===== config.mk =====
export PLATFORM = sky130hd
export DESIGN_NAME = cfg_serial_regbank
export DESIGN_NICKNAME = d
export VERILOG_FILES = /design/src/rtl/cfg_pkg.sv /design/src/rtl/cfg_sync.sv /design/src/rtl/cfg_shifter.sv /design/src/rtl/cfg_regfile.sv /design/src/rtl/cfg_serial_regbank.sv
export SDC_FILE = /design/constraint.sdc
export NUM_CORES = 1
export LEC_CHECK = 0
export BUFFER_PORTS_ARGS = -buffer_cell sky130_fd_sc_hd__buf_2
export CAP_MARGIN = 40
export CELL_PAD_IN_SITES_DETAIL_PLACEMENT = 0
export CELL_PAD_IN_SITES_GLOBAL_PLACEMENT = 1
export CORE_MARGIN = 1
export CORE_UTILIZATION = 36
export DETAILED_ROUTE_END_ITERATION = 8
export PLACE_DENSITY = 0.78
export SLEW_MARGIN = 20
export SYNTH_ARGS = -nofsm -noshare
export SYNTH_HDL_FRONTEND = slang
export SYNTH_SLANG_ARGS = --single-unit

===== constraint.sdc =====
create_clock -name clk -period 1.5 [get_ports clk]
set_input_delay 0 -clock clk [delete_from_list [all_inputs] [get_ports clk]]
set_output_delay 0 -clock clk [all_outputs]
set_load 0.05 [all_outputs]

===== src/rtl/cfg_pkg.sv =====
package cfg_pkg;
  localparam int WORD_W   = 32;
  localparam int NUM_REGS = 4;
  localparam int ADDR_W   = 2;
  localparam int PD_BIT   = 28;
  localparam int PD_REG   = 2;

  typedef logic [WORD_W-1:0] word_t;

  localparam word_t DEF_R0 = word_t'((127 << 12) | (127 << 2) | 0);
  localparam word_t DEF_R1 = 32'h0000_007D;
  localparam word_t DEF_R2 = 32'hDB6D_B4A2;
  localparam word_t DEF_R3 = 32'h0000_0027;

  localparam word_t KEEP_ALL = '1;
  localparam word_t KEEP_R3  = 32'h0000_0A7F;

  function automatic word_t def_of(input int idx);
    case (idx)
      0:       return DEF_R0;
      1:       return DEF_R1;
      2:       return DEF_R2;
      default: return DEF_R3;
    endcase
  endfunction

  function automatic word_t keep_of(input int idx);
    return (idx == 3) ? KEEP_R3 : KEEP_ALL;
  endfunction
endpackage


===== src/rtl/cfg_sync.sv =====
module cfg_sync #(
  parameter int WIDTH  = 3,
  parameter int STAGES = 2,
  parameter logic [WIDTH-1:0] RST_VAL = '0
) (
  input  logic             clk,
  input  logic             rst,
  input  logic [WIDTH-1:0] d,
  output logic [WIDTH-1:0] q
);
  logic [WIDTH-1:0] chain [STAGES];

  generate
    for (genvar s = 0; s < STAGES; s++) begin : g_stage
      always_ff @(posedge clk) begin
        if (rst) chain[s] <= RST_VAL;
        else     chain[s] <= (s == 0) ? d : chain[(s == 0) ? 0 : s-1];
      end
    end
  endgenerate

  assign q = chain[STAGES-1];
endmodule


===== src/rtl/cfg_shifter.sv =====
module cfg_shifter #(
  parameter int WORD_W = 32
) (
  input  logic              clk,
  input  logic              rst,
  input  logic              sclk,
  input  logic              sdat,
  input  logic              le_n,
  output logic              wr_en,
  output logic [WORD_W-1:0] wr_word
);
  localparam int CNT_MAX = WORD_W + 1;
  localparam int CNT_W   = $clog2(CNT_MAX + 1);

  logic              sclk_q, le_q;
  logic [CNT_W-1:0]  cnt;
  logic [WORD_W-1:0] shreg;

  always_ff @(posedge clk) begin
    if (rst) begin
      sclk_q  <= 1'b0;
      le_q    <= 1'b1;
      cnt     <= '0;
      shreg   <= '0;
      wr_en   <= 1'b0;
      wr_word <= '0;
    end else begin
      sclk_q <= sclk;
      le_q   <= le_n;
      wr_en  <= 1'b0;
      if (le_q && !le_n) begin
        cnt   <= '0;
        shreg <= '0;
      end else if (!le_n && sclk && !sclk_q) begin
        shreg <= {shreg[WORD_W-2:0], sdat};
        if (cnt != CNT_W'(CNT_MAX)) cnt <= cnt + 1'b1;
      end
      if (!le_q && le_n) begin
        wr_en   <= (cnt == CNT_W'(WORD_W));
        wr_word <= shreg;
        cnt     <= '0;
      end
    end
  end

  // the bit counter saturates and never runs past its ceiling
  assert_count_sat_R4: assert property (@(posedge clk) disable iff (rst)
    cnt <= CNT_W'(CNT_MAX));
  // a write strobe only follows a latch-enable rise and lasts one cycle
  assert_commit_on_le_R3: assert property (@(posedge clk) disable iff (rst)
    wr_en |-> (le_q && $past(le_q) == 1'b0));
  assert_single_pulse_R3: assert property (@(posedge clk) disable iff (rst)
    wr_en |=> !wr_en);
endmodule


===== src/rtl/cfg_regfile.sv =====
module cfg_regfile
  import cfg_pkg::*;
(
  input  logic  clk,
  input  logic  rst,
  input  logic  pwr_dn_n,
  input  logic  wr_en,
  input  word_t wr_word,
  output word_t regs [NUM_REGS]
);
  logic pd_write;
  assign pd_write = wr_en && (wr_word[ADDR_W-1:0] == ADDR_W'(PD_REG)) && !wr_word[PD_BIT];

  generate
    for (genvar i = 0; i < NUM_REGS; i++) begin : g_reg
      always_ff @(posedge clk) begin
        if (rst || !pwr_dn_n || pd_write)
          regs[i] <= def_of(i);
        else if (wr_en && wr_word[ADDR_W-1:0] == ADDR_W'(i))
          regs[i] <= wr_word & keep_of(i);
      end
    end
  endgenerate

  // reserved bits of register 3 stay zero
  assert_resv_zero_R5: assert property (@(posedge clk) disable iff (rst)
    (regs[3] & ~KEEP_R3) == '0);
  // power-down forces defaults on the next cycle
  assert_pd_defaults_R6: assert property (@(posedge clk) disable iff (rst)
    !pwr_dn_n |=> (regs[0] == DEF_R0 && regs[2] == DEF_R2));
  // a write to another address leaves register 1 alone
  assert_addr_select_R2: assert property (@(posedge clk) disable iff (rst)
    (pwr_dn_n && !(wr_en && wr_word[1:0] == 2'd1) && !pd_write) |=> $stable(regs[1]));
endmodule


===== src/rtl/cfg_serial_regbank.sv =====
module cfg_serial_regbank
  import cfg_pkg::*;
#(
  parameter int SYNC_STAGES = 2
) (
  input  logic              clk,
  input  logic              rst,
  input  logic              ser_clk,
  input  logic              ser_data,
  input  logic              ser_le_n,
  input  logic              pwr_dn_n,
  output logic [WORD_W-1:0] cfg0,
  output logic [WORD_W-1:0] cfg1,
  output logic [WORD_W-1:0] cfg2,
  output logic [WORD_W-1:0] cfg3
);
  logic [2:0] lines_s;
  logic       wr_en;
  word_t      wr_word;
  word_t      regs [NUM_REGS];

  cfg_sync #(.WIDTH(3), .STAGES(SYNC_STAGES), .RST_VAL(3'b100)) u_sync (
    .clk (clk),
    .rst (rst),
    .d   ({ser_le_n, ser_data, ser_clk}),
    .q   (lines_s)
  );

  cfg_shifter #(.WORD_W(WORD_W)) u_shift (
    .clk     (clk),
    .rst     (rst),
    .sclk    (lines_s[0]),
    .sdat    (lines_s[1]),
    .le_n    (lines_s[2]),
    .wr_en   (wr_en),
    .wr_word (wr_word)
  );

  cfg_regfile u_rf (
    .clk      (clk),
    .rst      (rst),
    .pwr_dn_n (pwr_dn_n),
    .wr_en    (wr_en),
    .wr_word  (wr_word),
    .regs     (regs)
  );

  assign cfg0 = regs[0];
  assign cfg1 = regs[1];
  assign cfg2 = regs[2];
  assign cfg3 = regs[3];
endmodule


* After elaboration in Yosys (flattened, before gate mapping)
Memories as Yosys holds them, arrays and structs flattened.
Cells that the tools add are included.
** Storage, ports and cells
- Memories :: 1
- Memory bits (read-only) :: 0
- Bits of input ports :: 6
- Flip-flop bits (word level) :: 178
- Latch bits :: 0
- Bits in writable memories :: 6
- Logic and storage cells :: 46
** Memories
- u_sync.chain :: words 2, bits a word 3, rd ports 2, clocked after Yosys merged registers in 0, write ports 2, line cfg_sync.sv:11 : logic [WIDTH-1:0] chain [STAGES];
** Operators by class
- Bitwise operators :: 3
- Muxes and demuxes :: 5
- Div/mod/pow operators :: 0
- Multiply operators :: 0
- Add/subtract/negate cells :: 1
- Equal/unequal tests :: 5
- Shift-type cells :: 0
- Reduce and logical (&&, ||, !) cells :: 21
- Order comparisons :: 0
** Operator list (count)
- $logic_and A1 B1 Y1 :: 9
- $add A6 B1 Y6 const B :: 1
- $eq A6 B6 Y1 const B :: 1
- $mux W3 :: 2
- $ne A6 B6 Y1 const B :: 1
- $logic_not A1 Y1 :: 5
- $eq A2 B2 Y1 const B :: 2
- $reduce_or A2 Y1 :: 2
- $mux W1 :: 3
- $reduce_or A3 Y1 :: 1
- $eq A2 B1 Y1 const B :: 1
- $logic_not A2 Y1 :: 1
- $logic_or A1 B1 Y1 :: 2
- $or A1 B1 Y1 :: 2
- $reduce_and A2 Y1 :: 1
- $not A1 Y1 :: 1

* Logic depth before layout (Yosys ltp)
Gate-level depths: netlist of the first run.
An unclocked memory read counts as a cell.
- Depth in word-level cells :: 5
- Depth in mapped cells :: 6

* Modules after synthesis
From an unflattened synthesis of the first run, not the netlist that was laid out.
** Unflattened totals
- Cell total of the unflattened synthesis :: 808
- Area, all modules :: 6547.5 µm²
** By module, submodules not included
- cfg_regfile :: area each 3771.1 µm², instances 1, cells each 469
- cfg_shifter :: area each 2618.8 µm², instances 1, cells each 327
- cfg_sync :: area each 157.7 µm², instances 1, cells each 12

* Worst setup path before layout of the first run
No wires, ideal clock.
- Kind :: reg2reg
- From :: register u_shift.wr_word[1]
- To :: register u_rf.regs[100] (netlist name)
- Data arrival time :: 1304 ps
- Buffers on the path :: 3
- Cell stages (with the launch flop) :: 7
- Setup slack :: 59 ps
- Setup time :: 137 ps
- Cell sequence :: dfxtp_1 -> buf_2 -> or3b_2 -> clkbuf_1 -> clkbuf_1 -> nand2_1 -> nand3_1
** Between the ends
- Longest elaborated chain between the ends :: 4
** RTL lines
- start, declared :: line cfg_shifter.sv:10 : output logic [WORD_W-1:0] wr_word
- start signal, assigned :: line cfg_shifter.sv:40 : wr_word <= shreg;
- $eq A2 B2 Y1 :: line cfg_regfile.sv:12 : assign pd_write = wr_en && (wr_word[ADDR_W-1:0] == ADDR_W'(PD_REG)) && !wr_word[PD_BIT];
- $logic_and A1 B1 Y1 (2 in a row) :: line cfg_regfile.sv:12
- $logic_or A1 B1 Y1 :: line cfg_regfile.sv:17 : if (rst || !pwr_dn_n || pd_write)
- end signal, assigned by index :: line cfg_regfile.sv:18 : regs[i] <= def_of(i);
- end signal, assigned by index :: line cfg_regfile.sv:20 : regs[i] <= wr_word & keep_of(i);
- end, declared :: line cfg_regfile.sv:9 : output word_t regs [NUM_REGS]
Several ways; a longest one is shown, not always the timed one.
A chain may end at the register's enable or synchronous reset.

==> qor.yml, run 1 <==
timing:
  finalCritPeriodShare_pct: 96.7
  fin_crit_ns: 1.45
  max_slew_margin_pct: 58.6
  fmax_mhz: 689
  worst_pin_slew_ns: 0.612
  rsz0062_at_grt: "false"
  finalMaxSlewViolations: 0
  finalSetupViolations: 0
  hold_viol: 0
  setup_ws_ns: 0.0494
  setup-tns-final_ns: 0
  fin_skew_ns: 0.00510
die:
  core-area_um2: 17500
  fp-row-count: 48
  die-area_um2: 18700
  die_width_um: 137
  start_util_pct: 37.3
  fp.dieH_um: 137
  boundaryPins: 134
yosys:
  async_reset_ff_share_pct: 0
  synth_common_cells: "nand2_1 (323), dfxtp_1 (184), a21oi_1 (127), clkbuf_1 (45), nand3_1 (44)"
  synth_top_area_share_pct: 56.4
  synth.area.mux_share_pct: 0.460
  synth_xor_area_share_pct: 0.134
  synth_most_common_cell: "nand2_1"
  synth_edf_count: 0
  yosysUniqueCellTypes: 35
  netlist_top_cells_area: "dfxtp_1 (56%), nand2_1 (19%), a21oi_1 (9.7%)"
  synth_ff_type: "dfxtp_1"
  avgSynthCellArea_um2: 8.07
  yosys.area.top_type: "dfxtp_1"
  yosysWarnings: 0
  synthCells: 810
  synth-compound-area-share_pct: 10.5
  synth_top_family_by_area: "simple AND/OR/NAND/NOR gates"
  synthSimpleGateAreaFrac_pct: 25.7
  syn_area_um2: 6540
  yosysSeqAreaShare_pct: 56.4
  synthAdderAreaFrac_pct: 0.574
  synth_seq_cells: 184
drt:
  vias_per_cell: 4.73
  drt_iter0_drc: 337
  routed_wl_mm: 16.8
  wl_per_cell_um: 14.5
  drc_errors: 0
  dr_total_vias: 5480
  antenna_left: 0
  drtPass1Iterations: 4
pwr:
  power_leakage_nw: 3.21
  combPwrFrac_pct: 3.2
  p_per_area_nw_per_um2: 1240
  switchingPower_mw: 2.10
  seqPwrFrac_pct: 48.6
  pwr-share-clk_pct: 48.2
  switching_share_pct: 20.9
  ir_worst_vdd_mv: 0.758
  power.total_mw: 10.1
  power.internal_mw: 7.98
clock_network:
  htree_num_levels: 4
  clockRootBuffer: "clkbuf_16"
  tritoncts: "built"
  cts_sinks: 184
  clk_pin_slew_ns: 0.07
  worstSkewPairLatency_ns: 0.42
  cts_buffers: 17
  cts_buffer_depth: 2
global_routing:
  grt_pass1_wl_mm: 26.8
  grt_pass1_vias: 4980
  grt_max_degree: 38
  antenna_found_initial: 0
  grt-ovfl-total: 0
  grtUsageTotal_pct: 19.0
critical_path:
  cp_max_fo: 6
  required_ns: 1.86
  crit_type: "reg2reg"
  arrival_ns: 1.82
  critPathMaxStageDelay_ns: 0.41
  cp-end-kind: "flop"
  slowest_stage: "or3b_4"
  startpoint_type: "flop"
  path_cells: "or3b_4 -> buf_4 -> a2111o_1 -> a21oi_2"
cells_and_area:
  nFillCells: 1804
  final_layout_size_suffix_gt1_share_pct: 20.7
  area.growth.synth_to_final_pct: 24.2
  antenna_cells: 0
  fin_nets: 930
  final_core_util_pct: 46.3
run_status:
  status: "finished, final reports clean"
placed_design:
  port_buffers: 110
  dp_slack_ns: 0.00798
  hpwl_mm: 11.6
  gp_congestion: 0.772
worst_hold_path:
  hold_class: "in2reg"
job:
  maxCapViolCount: 0
==> routing by layer <==
layer	wire length [um]	global-route usage, %	up-vias
met2	7550	28.8	144
met5	0	0	-
met3	1050	4.48	9
li1	-	-	2797
met4	115	5.37	0
met1	8120	26.6	2530
==> state kept, by name, summed over array words and instances (netlist names) <==
name,cells
u_shift.wr_en,1
u_rf.regs,105
u_shift.le_q,1
u_shift.cnt,6
u_sync.chain,6
u_shift.shreg,32
u_shift.sclk_q,1
u_shift.wr_word,32
==> layout by cell type (no fill, tap or decap), drive strengths merged, types with 2 or more instances in the layout <==
| cell | Yosys | routed |
|---|---|---|
| ha | 3 | 3 |
| nor2b | 7 | 7 |
| nor3b | 2 | 2 |
| and3b | 2 | 2 |
| buf | 32 | 144 |
| and3 | 5 | 5 |
| mux2i | 3 | 3 |
| or2 | 5 | 5 |
| clkbuf | 45 | 22 |
| conb | 1 | 23 |
| bufinv | 0 | 4 |
| nand3 | 44 | 44 |
| dfxtp | 184 | 184 |
| inv | 4 | 5 |
| nand2 | 323 | 323 |
| clkinv | 1 | 5 |
| a21oi | 127 | 127 |
| nand3b | 3 | 3 |
| o21ai | 4 | 4 |
| dlygate4sd3 | 0 | 3 |
| or3 | 4 | 4 |
| or3b | 2 | 2 |
==> critical path, delay by kind of cell, from the launching register on <==
kind                   cells  cell delay (ns)
AOI/OAI and AO/OA          2             0.50
buffers and inverters      1             0.17
DFF                        1             0.31
and+or+nand+nor            1             0.41
==> per-stage QoR <==
| stage | instance area [um2] | instances | hold WS [ns] |
|---|---|---|---|
| floorplan | 6620 | 832 | 0.104 |
| global placement | 7410 | 1123 | 0.187 |
| detailed placement | 7410 | 1123 | 0.187 |
| CTS | 8100 | 1159 | 0.0397 |
| global route | 8120 | 1159 | 0.0630 |
| finish | 8120 | 1159 | 0.0672 |
==> final timing paths <==
kind                                  from                             to  slack (ns)  depth (start not counted)
max          u_sync.chain[1][2]$_SDFF_PP1_    u_shift.cnt[2]$_SDFFE_PP0P_        0.05                          4
min                               pwr_dn_n     u_rf.regs[60]$_SDFFE_PP1P_        0.07                          4
max reg2reg  u_sync.chain[1][2]$_SDFF_PP1_    u_shift.cnt[2]$_SDFFE_PP0P_        0.05                          4
min reg2reg  u_sync.chain[0][2]$_SDFF_PP1_  u_sync.chain[1][2]$_SDFF_PP1_        0.41                          1
==> cells by family (layout without fill, tap and decap cells) <==
group | Yosys count | count (layout)
compound gates | 134 | 134
simple gates | 402 | 402
flops | 184 | 184
fa+ha+maj | 3 | 3
xor+xnor | 1 | 1
mux | 3 | 3
other cells | 1 | 23
buf+inv | 82 | 184
==> repair_timing <==
action	CTS	global route
gates resized for setup	0	6
endpoints found under the hold margin	3	0
hold buffers	3	0
setup endpoints to repair	11	33
buffers inserted	1	0
pin swaps	1	3
==> cell type report <==
cell class	instances	area, um2	share of cell area [%]
clock buffer	22	494	6.09
clock inverter	10	164	2.02
inverter	5	18.8	0.231
multi-input combinational	566	2560	31.5
sequential	184	3690	45.4
tap	225	282	3.47
timing repair buffer	147	915	11.3
==> power by group through the flow <==
stage	Combinational (mW)	Sequential (mW)	Clock [mW]
2_1_floorplan	0.276	5.01	0
3_3_place_gp	0.309	5.01	0
3_5_place_dp	0.310	5.01	0
4_1_cts	0.318	4.90	4.95
5_1_grt	0.342	4.89	5.18
6_report	0.320	4.90	4.86
(Power assumes the default switching activity.)
==> run 2: changes to the inputs <==
- CTS_CLUSTER_SIZE: default -> 20
- PLACE_DENSITY: 0.78 -> 0.8
==> run 2 against run 1 <==
Compared with the run above: register-to-register slack worse by 0.02 ns; critical path depth is 1 lower; total power increased by 0.39%; sequential power is essentially flat; sequential cell count stayed put; design area grew 0.74%; first-iteration DRC count shrank 16%; setup slack worse by 0.018 ns; die area did not move; cell count rose by 0.60%; wire length increased by 2.0%; maximum frequency shrank 1.2%; critical path type unchanged; critical endpoint unchanged.
==> qor.yml, run 2 (same netlist as run 1, synthesis figures left out) <==
die:
  fp.dieH_um: 137
  core-area_um2: 17500
  die_width_um: 137
  boundaryPins: 134
  die-area_um2: 18700
  start_util_pct: 37.3
  fp-row-count: 48
timing:
  finalCritPeriodShare_pct: 97.9
  whs_ns: 0.0631
  fin_skew_ns: 0.00813
  max_slew_margin_pct: 49.3
  worst_pin_slew_ns: 0.750
  finalMaxSlewViolations: 0
  fmax_mhz: 681
  setup_ws_ns: 0.0315
  fin_crit_ns: 1.47
  finalSetupViolations: 0
  setup-tns-final_ns: 0
  hold_viol: 0
cells_and_area:
  antenna_cells: 0
  reg.largest.list: "u_rf.regs: 105 flops, u_shift.shreg: 32 flops, u_shift.wr_word: 32 flops"
  nFillCells: 1788
  layout_common_cells: "nand2_1 (323), dfxtp_1 (183), a21oi_1 (124)"
  largest_register_ffs: 105
  area.growth.synth_to_final_pct: 25.1
  regMostFlops: "u_rf.regs"
  fin_cells: 1166
  final_common_cell: "nand2_1"
  fin_nets: 939
  final_layout_size_suffix_gt1_share_pct: 21.3
drt:
  drt_iter0_drc: 284
  wl_met3_um: 790
  routed_wl_mm: 17.2
  highest_layer: "met4"
  drtPass1Iterations: 4
  dr_total_vias: 5499
  route.met2.wl_mm: 7.97
  vias_per_cell: 4.72
  wl_met1_mm: 8.21
  wl_per_cell_um: 14.7
  drc_errors: 0
  antenna_left: 0
critical_path:
  startpoint_type: "flop"
  slowest_stage: "nor4b_1"
  arrival_ns: 1.79
  crit_type: "reg2reg"
  required_ns: 1.82
  crit_family: "simple AND/OR/NAND/NOR gates"
  reg2reg_slack_ns: 0.03
  path_buf_inv: 0
  path_cells: "nor4b_1 -> a2111o_1 -> a21oi_2"
  cp_max_fo: 5
  cp-end-kind: "flop"
  critPathMaxStageDelay_ns: 0.69
pwr:
  power.total_mw: 10.1
  p_per_area_nw_per_um2: 1240
  ir_worst_vdd_mv: 0.676
  power_leakage_nw: 3.25
placed_design:
  place_inst: 1130
  hpwl_mm: 12.0
  port_buffers: 110
  gp_congestion: 0.864
  dp_slack_ns: 0.0377
clock_network:
  htree_num_levels: 4
  cts_sinks: 184
  tritoncts: "built"
  clockRootBuffer: "clkbuf_16"
  clk_pin_slew_ns: 0.07
  cts_buffer_depth: 2
  worstSkewPairLatency_ns: 0.43
  cts_buffers: 17
global_routing:
  antenna_found_initial: 0
  grtUsageTotal_pct: 19.2
  grt-ovfl-total: 0
  grt_max_degree: 34
  grt_pass1_vias: 5127
  grt_pass1_wl_mm: 27.2
run_status:
  status: "finished, final reports clean"
job:
  maxCapViolCount: 0
worst_hold_path:
  hold_class: "in2reg"
==> run 2: changes by cell type in the layout (fill, tap and decap cells not counted), moves of 2 or more <==
cell      previous run  this run
buf_4               27        37
dfxtp_1            181       183
dfxtp_2              3         1
clkbuf_8             5         2
==> run 2: power by group <==
part,internal [mW],switching [mW],total [mW]
sequential,4.89,0.00395,4.90
clock,3.03,1.86,4.89
combinational,0.0689,0.260,0.329
total,8.00,2.12,10.1
==> run 2: tightest hold or removal path: stages <==
cell and delay, ns:
buf_2 0.15, nor2b_1 0.13, nand2_1 0.09, or2_2 0.09
==> run 2: what timing repair did <==
item	4_1_cts	5_1_grt
gates resized for setup	0	6
buffers inserted	2	1
hold endpoints to repair	3	0
hold buffers	3	0
setup endpoints to repair	1	5
pin swaps	0	2
==> run 2: worst paths after layout <==
kind / startpoint / endpoint / depth (start not counted)
worst max-delay path: u_shift.cnt[2]$_SDFFE_PP0P_ / u_shift.cnt[2]$_SDFFE_PP0P_ / 3
worst max register to register: u_shift.cnt[2]$_SDFFE_PP0P_ / u_shift.cnt[2]$_SDFFE_PP0P_ / 3
worst min register to register: u_sync.chain[0][2]$_SDFF_PP1_ / u_sync.chain[1][2]$_SDFF_PP1_ / 1
worst min-delay path: rst / u_rf.regs[60]$_SDFFE_PP1P_ / 4
==> run 2: cell type report <==
type	instances	area [um2]	area share [%]
Clock buffer	19	453	5.54
Clock inverter	11	196	2.40
Sequential cell	184	3680	45.1
Timing Repair Buffer	156	978	12.0
Tap cell	225	282	3.44
Multi-Input combinational cell	566	2560	31.4
Inverter	5	18.8	0.230
==> run 2: stage by stage <==
step | util [%] | instance area [um2]
finish | 46.6 | 8180
global route | 46.6 | 8180
CTS | 46.5 | 8150
detailed placement | 42.5 | 7460
global placement | 42.5 | 7460
floorplan | - | 6620
==> run 2: layer usage <==
layer / global-route usage (%) / up-vias
li1: - / 2815
met3: 3.63 / 13
met5: 0 / -
met2: 31.1 / 115
met1: 25.6 / 2556
met4: 6.11 / 0
==> run 3: changes to the inputs <==
- SYNTH_HIERARCHICAL: default -> 1
==> run 3 against run 2 <==
Compared with the run above: critical path depth unchanged; register-to-register slack about the same; first-iteration DRC count grew 15%; worst hold slack worse by 0.019 ns; design area down 1.1%; maximum frequency rose by 0.76%; synthesized cell count down 0.25%; largest cell class unchanged; sequential share of layout area is 0.56 points higher; area after synthesis increased by 0.19%; highest routed layer unchanged; largest power group unchanged; critical path type unchanged.
==> qor.yml, run 3 <==
run_status:
  status: "finished, final reports clean"
yosys:
  synth_ff_type: "dfxtp_1"
  synthCells: 808
  synth_seq_cells: 184
  yosys.area.top_type: "dfxtp_1"
  yosysUniqueCellTypes: 36
  synth_most_common_cell: "nand2_1"
  netlist_top_cells_area: "dfxtp_1 (56%), nand2_1 (19%), a21oi_1 (9.7%)"
  avgSynthCellArea_um2: 8.10
  yosysWarnings: 6
  synth_common_cells: "nand2_1 (326), dfxtp_1 (184), a21oi_1 (127), nand3_1 (43), clkbuf_1 (31)"
  synth_edf_count: 0
  syn_area_um2: 6550
  yosysSeqAreaShare_pct: 56.3
  async_reset_ff_share_pct: 0
  synth_top_area_share_pct: 56.3
global_routing:
  grt_pass1_wl_mm: 26.0
  grt_pass1_vias: 4847
  grt_max_degree: 42
  grtUsageTotal_pct: 18.2
  grt-ovfl-total: 0
  antenna_found_initial: 0
cells_and_area:
  reg.largest.list: "u_rf/regs: 105 flops, u_shift/shreg: 32 flops, u_shift/wr_word: 32 flops"
  final_layout_size_suffix_gt1_share_pct: 19.7
  fin_nets: 925
  final_area_um2: 8080
  largest_register_ffs: 105
  layout_common_cells: "nand2_1 (326), dfxtp_1 (180), a21oi_1 (126)"
  final_common_cell: "nand2_1"
  antenna_cells: 0
  regMostFlops: "u_rf/regs"
  final_core_util_pct: 46.1
  area.growth.synth_to_final_pct: 23.5
  nFillCells: 1751
critical_path:
  cp-end-kind: "flop"
  startpoint_type: "flop"
  critPathMaxStageDelay_ns: 0.50
  cp_max_fo: 4
  required_ns: 1.86
  path_cells: "or3b_4 -> or4_1 -> a21oi_1"
  slowest_stage: "or4_1"
  crit_type: "reg2reg"
  arrival_ns: 1.82
timing:
  fin_crit_ns: 1.46
  finalSetupViolations: 0
  hold_viol: 0
  rsz0062_at_grt: "false"
  finalMaxSlewViolations: 0
  setup_ws_ns: 0.0427
  setup-tns-final_ns: 0
  fin_skew_ns: 0.0135
  fmax_mhz: 686
  finalCritPeriodShare_pct: 97.2
pwr:
  power.total_mw: 9.85
  p_per_area_nw_per_um2: 1220
  pwr-share-clk_pct: 47.0
  ir_worst_vdd_mv: 0.797
  power_leakage_nw: 3.17
  switchingPower_mw: 2.19
  seqPwrFrac_pct: 49.7
  power.internal_mw: 7.65
  combPwrFrac_pct: 3.3
  switching_share_pct: 22.3
clock_network:
  cts_buffers: 17
  clk_pin_slew_ns: 0.07
  worstSkewPairLatency_ns: 0.43
  htree_num_levels: 4
  cts_sinks: 184
  clockRootBuffer: "clkbuf_16"
  cts_buffer_depth: 2
  tritoncts: "built"
die:
  boundaryPins: 134
  start_util_pct: 37.3
  die-area_um2: 18700
  fp-row-count: 48
  die_width_um: 137
  fp.dieH_um: 137
  core-area_um2: 17500
job:
  maxCapViolCount: 0
drt:
  vias_per_cell: 4.75
  drc_errors: 0
  wl_per_cell_um: 14.4
  antenna_left: 0
  routed_wl_mm: 16.7
  drtPass1Iterations: 5
  dr_total_vias: 5476
  drt_iter0_drc: 327
placed_design:
  port_buffers: 110
  hpwl_mm: 11.2
  dp_slack_ns: 0.0584
  postPlaceCellArea_um2: 7420
  gp_congestion: 0.757
worst_hold_path:
  hold_class: "in2reg"
run 3: layout make-up:
type,count,area (um2),share of cell area [%]
Sequential cell,184,3690,45.6
Multi-Input combinational cell,567,2560,31.7
Timing Repair Buffer,142,923,11.4
Clock buffer,19,443,5.48
Tap cell,225,282,3.48
Clock inverter,13,170,2.10
Inverter,4,15.0,0.186
run 3: cell families after synthesis:
logic type      share of synthesized area, %
simple gates                            25.7
flops                                   56.3
compound gates                          10.6
buf+inv                                 6.36
fa+ha+maj                              0.573
mux                                    0.306
other cells                           0.0573
xor+xnor                               0.134
run 3: what timing repair did:
action                                  CTS  global route
hold buffers                              3             0
endpoints found under the setup margin    0            44
hold endpoints to repair                  3             0
resized for setup                         0             6
buffers inserted                          0             0
run 3: worst max-delay path, delay by kind of cell (launching register included):
kind            cells  cell delay [ns]
flops               1             0.36
compound gates      1             0.12
simple gates        2             0.91
run 3: worst paths after layout:
check | start | end | slack (ns) | depth (start not counted)
min reg2reg | u_sync/chain[0][2]$_SDFF_PP1_ | u_sync/chain[1][2]$_SDFF_PP1_ | 0.42 | 1
max | u_sync/chain[1][0]$_SDFF_PP0_ | u_shift/cnt[5]$_SDFFE_PP0P_ | 0.04 | 3
max reg2reg | u_sync/chain[1][0]$_SDFF_PP0_ | u_shift/cnt[5]$_SDFFE_PP0P_ | 0.04 | 3
min | rst | u_rf/regs[33]$_SDFFE_PP1P_ | 0.04 | 5
run 3: power by group through the flow:
stage                     registers [mW]  logic [mW]  clock network [mW]
after floorplan                     5.01       0.279                   0
after global placement              5.01       0.319                   0
after detailed placement            5.01       0.319                   0
after CTS                           4.90       0.325                4.72
after global routing                4.89       0.344                4.92
final                               4.90       0.325                4.63
run 3: routing by layer:
metal | global-route usage [%] | up-vias | routed length [um]
li1 | - | 2789 | -
met1 | 25.4 | 2552 | 8080
met2 | 28.4 | 127 | 7740
met3 | 3.89 | 8 | 735
met4 | 4.95 | 0 | 108
met5 | 0 | - | 0
run 3: per-stage QoR:
| step | hold slack (ns) | std cells |
|---|---|---|
| 2_1_floorplan | 0.0716 | 830 |
| 3_5_place_dp | 0.191 | 1119 |
| 5_1_grt | 0.0644 | 1154 |
| 6_report | 0.0443 | 1154 |
| 4_1_cts | 0.0285 | 1154 |
| 3_3_place_gp | 0.177 | 1119 |
